File: src/rtl/hub_seq_pkg.sv
package hub_seq_pkg;

   typedef enum logic [1:0] {
      ST_IDLE = 2'd0,
      ST_LEAD = 2'd1,
      ST_RESP = 2'd2
   } seq_state_t;

   typedef struct packed {
      logic hub_en;
      logic link;
   } seq_cfg_t;

endpackage

File: src/rtl/hub_lead_timer.sv
module hub_lead_timer #(
   parameter int LEAD_CYC = 25
) (
   input  logic clk,
   input  logic rst_n,
   input  logic arm,
   output logic fire
);
   localparam int CNT_W = (LEAD_CYC < 2) ? 1 : $clog2(LEAD_CYC);

   logic [CNT_W-1:0] cnt_q;
   logic             run_q;

   if (LEAD_CYC < 1) begin : g_bad_lead
      $error("LEAD_CYC must be at least 1");
   end

   assign fire = run_q && (cnt_q == '0);

   always_ff @(posedge clk or negedge rst_n) begin
      if (!rst_n) begin
         cnt_q <= '0;
         run_q <= 1'b0;
      end else if (arm) begin
         cnt_q <= CNT_W'(LEAD_CYC - 1);
         run_q <= 1'b1;
      end else if (run_q) begin
         if (cnt_q == '0) run_q <= 1'b0;
         else             cnt_q <= cnt_q - 1'b1;
      end
   end

   a_r5_fire_single: assert property (@(posedge clk) disable iff (!rst_n)
      (fire && !arm) |=> !fire);
   a_r5_no_rearm_running: assert property (@(posedge clk) disable iff (!rst_n)
      arm |-> !run_q);

endmodule

File: src/rtl/hub_word_shaper.sv
module hub_word_shaper #(
   parameter int WORD_W   = 16,
   parameter int ADDR_W   = 5,
   parameter int ADDR_LSB = 11
) (
   input  logic [WORD_W-1:0] word_in,
   input  logic              link,
   output logic [WORD_W-1:0] word_out,
   output logic [ADDR_W-1:0] addr_field
);
   localparam int ADDR_MSB = ADDR_LSB + ADDR_W - 1;

   if (ADDR_MSB >= WORD_W) begin : g_bad_field
      $error("address field does not fit inside the word");
   end

   assign addr_field = word_in[ADDR_MSB:ADDR_LSB];

   if (ADDR_MSB == WORD_W - 1 && ADDR_LSB == 0) begin : g_full
      assign word_out = link ? '0 : word_in;
   end else if (ADDR_MSB == WORD_W - 1) begin : g_top
      assign word_out = {link ? {ADDR_W{1'b0}} : addr_field, word_in[ADDR_LSB-1:0]};
   end else if (ADDR_LSB == 0) begin : g_bottom
      assign word_out = {word_in[WORD_W-1:ADDR_MSB+1], link ? {ADDR_W{1'b0}} : addr_field};
   end else begin : g_mid
      assign word_out = {word_in[WORD_W-1:ADDR_MSB+1],
                         link ? {ADDR_W{1'b0}} : addr_field,
                         word_in[ADDR_LSB-1:0]};
   end

endmodule

File: src/rtl/hub_addr_reg.sv
module hub_addr_reg #(
   parameter int ADDR_W = 5
) (
   input  logic              clk,
   input  logic              rst_n,
   input  logic              load,
   input  logic              release_i,
   input  logic [ADDR_W-1:0] addr_in,
   output logic [ADDR_W-1:0] addr,
   output logic              vld
);
   always_ff @(posedge clk or negedge rst_n) begin
      if (!rst_n) begin
         addr <= '0;
         vld  <= 1'b0;
      end else if (release_i) begin
         addr <= '0;
         vld  <= 1'b0;
      end else if (load) begin
         addr <= addr_in;
         vld  <= 1'b1;
      end
   end

   a_r6_hold: assert property (@(posedge clk) disable iff (!rst_n)
      (vld && !release_i) |=> (vld && $stable(addr)));
   a_r4_zero_when_invalid: assert property (@(posedge clk) disable iff (!rst_n)
      !vld |-> (addr == '0));

endmodule

File: src/rtl/hub_addr_seq.sv
module hub_addr_seq
   import hub_seq_pkg::*;
#(
   parameter int WORD_W   = 16,
   parameter int ADDR_W   = 5,
   parameter int ADDR_LSB = 11,
   parameter int LEAD_CYC = 25
) (
   input  logic              clk,
   input  logic              rst_n,
   input  logic              cfg_hub_en,
   input  logic              cfg_link_mode,
   input  logic              cmd_valid,
   input  logic [WORD_W-1:0] cmd_word,
   output logic              cmd_ready,
   input  logic              resp_done,
   output logic [ADDR_W-1:0] hub_addr,
   output logic              hub_addr_vld,
   output logic              ser_start,
   output logic [WORD_W-1:0] ser_word
);
   seq_state_t        st_q;
   seq_cfg_t          cfg_q;
   seq_cfg_t          cfg_now;
   logic              accept;
   logic              release_c;
   logic              fire;
   logic [WORD_W-1:0] shaped;
   logic [ADDR_W-1:0] field;

   assign cfg_now.hub_en = cfg_hub_en;
   assign cfg_now.link   = cfg_hub_en & cfg_link_mode;

   assign cmd_ready = (st_q == ST_IDLE);
   assign accept    = cmd_valid && cmd_ready;
   assign release_c = (st_q == ST_RESP) && resp_done;

   hub_word_shaper #(
      .WORD_W  (WORD_W),
      .ADDR_W  (ADDR_W),
      .ADDR_LSB(ADDR_LSB)
   ) u_shaper (
      .word_in   (cmd_word),
      .link      (cfg_now.link),
      .word_out  (shaped),
      .addr_field(field)
   );

   hub_lead_timer #(.LEAD_CYC(LEAD_CYC)) u_timer (
      .clk  (clk),
      .rst_n(rst_n),
      .arm  (accept),
      .fire (fire)
   );

   hub_addr_reg #(.ADDR_W(ADDR_W)) u_addr (
      .clk      (clk),
      .rst_n    (rst_n),
      .load     (accept && cfg_now.hub_en),
      .release_i(release_c),
      .addr_in  (field),
      .addr     (hub_addr),
      .vld      (hub_addr_vld)
   );

   always_ff @(posedge clk or negedge rst_n) begin
      if (!rst_n) begin
         st_q      <= ST_IDLE;
         cfg_q     <= '0;
         ser_start <= 1'b0;
         ser_word  <= '0;
      end else begin
         ser_start <= 1'b0;
         unique case (st_q)
            ST_IDLE: if (accept) begin
               st_q     <= ST_LEAD;
               cfg_q    <= cfg_now;
               ser_word <= shaped;
            end
            ST_LEAD: if (fire) begin
               st_q      <= ST_RESP;
               ser_start <= 1'b1;
            end
            ST_RESP: if (resp_done) st_q <= ST_IDLE;
            default: st_q <= ST_IDLE;
         endcase
      end
   end

   a_r2_busy_no_ready: assert property (@(posedge clk) disable iff (!rst_n)
      accept |=> !cmd_ready);
   a_r4_disabled_quiet: assert property (@(posedge clk) disable iff (!rst_n)
      (accept && !cfg_hub_en) |=> (!hub_addr_vld && hub_addr == '0));
   a_r7_link_field_zero: assert property (@(posedge clk) disable iff (!rst_n)
      (ser_start && cfg_q.link) |-> (ser_word[ADDR_LSB+ADDR_W-1:ADDR_LSB] == '0));
   a_r10_word_stable: assert property (@(posedge clk) disable iff (!rst_n)
      (!cmd_ready && !release_c) |=> $stable(ser_word));
   a_r11_release: assert property (@(posedge clk) disable iff (!rst_n)
      release_c |=> (cmd_ready && !hub_addr_vld));
   a_r9_start_not_idle: assert property (@(posedge clk) disable iff (!rst_n)
      ser_start |-> !cmd_ready);

endmodule

File: config.mk
export PLATFORM = sky130hd
export DESIGN_NAME = hub_addr_seq
export DESIGN_NICKNAME = d
export VERILOG_FILES = /design/src/rtl/hub_seq_pkg.sv /design/src/rtl/hub_lead_timer.sv /design/src/rtl/hub_word_shaper.sv /design/src/rtl/hub_addr_reg.sv /design/src/rtl/hub_addr_seq.sv
export SDC_FILE = /design/constraint.sdc
export NUM_CORES = 1
export LEC_CHECK = 0
export ABC_AREA = 1
export CAP_MARGIN = 20
export CORE_AREA = 2 2 83 61
export DETAILED_ROUTE_END_ITERATION = 7
export DIE_AREA = 0 0 85 63
export PLACE_DENSITY = 0.64
export SYNTH_ARGS = -nofsm -noshare
export SYNTH_HDL_FRONTEND = slang
export SYNTH_SLANG_ARGS = --single-unit
File: constraint.sdc
create_clock -name clk -period 2.1 [get_ports clk]
set_input_delay 0.42 -clock clk [delete_from_list [all_inputs] [get_ports clk]]
set_output_delay 0.42 -clock clk [all_outputs]
set_load 0.01 [all_outputs]
==> flow_summary.json, run 1 <==
{
  "fin_crit_ns": 1.796,
  "drv_slew": 0,
  "critical_path_arrival_ns": 1.38,
  "endpoint": "cmd_ready",
  "dp_hpwl_mm": 2.095,
  "synth_warnings": 0,
  "clock_skew_ns": 0.005849,
  "grtUsageMet3": 0.05416,
  "die_x_um": 85,
  "synthMuxAreaShare": 0,
  "hold_buffers": 0,
  "rsz0062_at_grt": "false",
  "core-area_sq_um": 4598,
  "r2r_cells": 7,
  "grt_util_met2": 0.1514,
  "die_area_sq_um": 5355,
  "slew_headroom": 0.7424,
  "synthAdderAreaFrac": 0.009390,
  "dp.cells": 252,
  "worstMarginPinSlew_ns": 0.3865,
  "power.leakage_nw": 0.9444,
  "viasPerCell": 4.315,
  "busiest_layer": "met1",
  "wl_per_cell_um": 10.97,
  "start_util": 0.2898,
  "insertion_delay_ns": 0.28,
  "cts_tree": "yes",
  "clock_path_buffers": 2,
  "path_clk_slew_ns": 0.06,
  "fmax_mhz": 556.7,
  "grt_max_degree": 32,
  "gp_congestion": 0.7392,
  "min_path_cells": 2,
  "numCtsBuffers": 5,
  "r2r-end": "u_timer.cnt_q[1]$_DFFE_PN0P_",
  "grt_pass1_vias": 1074,
  "drtIter0Drc": 60,
  "grt_antenna_before_repair": 0,
  "cts_resized": 0,
  "setup_viol": 0,
  "cts_num_sinks": 31,
  "startpoint_type": "flop",
  "crit_path_end_kind": "output pin",
  "r2r_slack_ns": 0.76,
  "synth_top_family_by_area": "simple AND/OR/NAND/NOR gates",
  "ir_drop_v": 0.0005804,
  "post-route-drc-count": 0,
  "drv_cap": 0,
  "portBuffers": 45,
  "yosys.area.top_type": "dfrtp_1",
  "pin_count": 46,
  "cts_root_buf": "clkbuf_8",
  "cts_setup_buffers": 0,
  "layout.nets": 225,
  "required_ns": 1.68,
  "grt_usage": 0.1186,
  "worst_path_max_delay_cell": "clkdlybuf4s50_1",
  "vias": 1122,
  "overflow": 0,
  "yosys.area_share.simple": 0.3108,
  "synth_top_area_frac": 0.5822,
  "grt_pass1_wl_mm": 5.023,
  "synth_xor_area_frac": 0,
  "synth.avg_cell_area_sq_um": 8.767,
  "diodes": 0,
  "synth_nets": 175,
  "grt_use_met1": 0.1756,
  "tns_ns": 0,
  "max_stage_delay_ns": 0.54,
  "cts_max_level": 2,
  "hold_viol": 0,
  "timing.final.crit_share": 0.8554,
  "ys_ff_latch": 31,
  "post-place-ws_ns": 0.4275,
  "crit_start": "st_q[0]$_DFFE_PN0P_",
  "yosysSeqAreaShare": 0.5822,
  "drt_first_pass_iters": 4,
  "drt_wl_total_mm": 2.851,
  "final_antenna_net_count": 0,
  "syn_area_sq_um": 1333,
  "synth_compound_area_frac": 0.03756,
  "fp-row-count": 21,
  "fin_cells": 260,
  "ys_top_cells_by_area": "dfrtp_1 (58%), nand2_1 (20%), nand3_1 (4.1%), inv_1 (2.8%), buf_6 (2.5%)",
  "syn_to_final_growth_pct": 43.66,
  "power.density_nw_per_um2": 1394,
  "path_depth": 2,
  "worst_slack_ns": 0.3036,
  "path_cells": "nor2_4, clkdlybuf4s50_1",
  "synth_cell_types": 20,
  "synth_cells": 152,
  "hp-class": "reg2reg",
  "crit_family": "buffers and inverters",
  "fp.dieH_um": 63,
  "path_buf_inv": 1,
  "outcome": "completed",
  "r2r_start": "u_timer.cnt_q[0]$_DFFE_PN0P_",
  "drive_above_1_share": 0.08374,
  "cp_max_fo": 4,
  "crit_type": "reg2out"
}
==> routing by layer <==
| layer | up-vias | part of all wire |
|---|---|---|
| met5 | - | 0 |
| met4 | 0 | 0.0049 |
| met3 | 2 | 0.075 |
| met2 | 29 | 0.41 |
| met1 | 516 | 0.51 |
| li1 | 575 | - |
==> cell type report <==
type                    instances  area [sq um]
clock inverters                 3         15.01
inverters                      11         41.29
flip-flops and latches         31         775.7
clock buffers                   5         68.82
multi-input cells             106         476.7
repair buffers                 47         465.4
fillers                       456          2684
well taps                      57         71.32
==> cells in the mapped netlist <==
cell type / instances
nor3_1: 1
ha_1: 1
o21ai_0: 6
nor2_4: 2
inv_1: 10
nand3_1: 11
inv_2: 1
nor2_2: 1
nand3_2: 1
buf_2: 1
o21bai_1: 1
nor2_1: 6
o21ai_1: 1
buf_6: 3
nand2_1: 70
nand2_2: 1
dfrtp_1: 31
o21a_1: 1
nand2_4: 1
nand4_1: 2
==> where the power goes <==
part / switching (W) / leakage (nW) / internal [W]
sequential: 0.000185 / 0.380 / 0.000873
combinational: 0.000560 / 0.516 / 0.000606
clock: 0.000220 / 0.0477 / 0.000226
==> state kept, by name, indices dropped and copies added, names as in the netlist <==
name and count:
ser_start 1, ser_word 16, st_q 2, u_addr.addr 5, u_addr.vld 1, u_timer.cnt_q 5, u_timer.run_q 1
==> cell families (layout without fill, tap and decap cells) <==
group / Yosys count / in the layout
AO/OA/AOI/OAI: 9 / 9
AND/OR/NAND/NOR: 96 / 96
adder cells (fa/ha/maj): 1 / 1
buffers and inverters: 15 / 66
flip-flops: 31 / 31
==> worst min-delay path by stage <==
stage,startpoint,end,slack [ns]
2_1_floorplan,rst_n,ser_start$_DFF_PN0_,0.12
3_3_place_gp,ser_word[12]$_DFFE_PN0P_,ser_word[12]$_DFFE_PN0P_,0.47
3_5_place_dp,ser_word[10]$_DFFE_PN0P_,ser_word[10]$_DFFE_PN0P_,0.47
4_1_cts,ser_word[10]$_DFFE_PN0P_,ser_word[10]$_DFFE_PN0P_,0.48
6_report,ser_word[10]$_DFFE_PN0P_,ser_word[10]$_DFFE_PN0P_,0.48
5_1_grt,ser_word[10]$_DFFE_PN0P_,ser_word[10]$_DFFE_PN0P_,0.50
==> cell usage in the layout (no fill, tap or decap), drive strengths merged <==
master	count
nand2	72
clkdlybuf4s50	45
dfrtp	31
nand3	12
inv	11
nor2	9
o21ai	7
clkbuf	5
clkinv	3
nand4	2
buf	2
o21a	1
nor3	1
o21bai	1
ha	1
==> per-stage QoR <==
step           hold slack, ns  total power [W]  area, sq um    util
2_1_floorplan          0.1244         0.001662         1333       -
3_3_place_gp           0.4718         0.002234         1831  0.3981
3_5_place_dp           0.4670         0.002243         1831  0.3981
4_1_cts                0.4838         0.002713         1914  0.4163
5_1_grt                0.5023         0.002910         1914  0.4163
6_report               0.4789         0.002669         1914  0.4163
==> worst min-delay path, cell delays in order (launching register included) <==
cell     delay (ns)
dfrtp_1        0.34
nand2_1        0.05
nand2_1        0.06
(Power assumes the default switching activity.)
==> run 2: changes to the inputs <==
--- a/config.mk
+++ b/config.mk
@@ -14,3 +14,4 @@
 export SYNTH_ARGS = -nofsm -noshare
 export SYNTH_HDL_FRONTEND = slang
 export SYNTH_SLANG_ARGS = --single-unit
+export TNS_END_PERCENT = 5
==> results of run 2 <==
Final layout, timing and power as in run 1 (identical DEF).
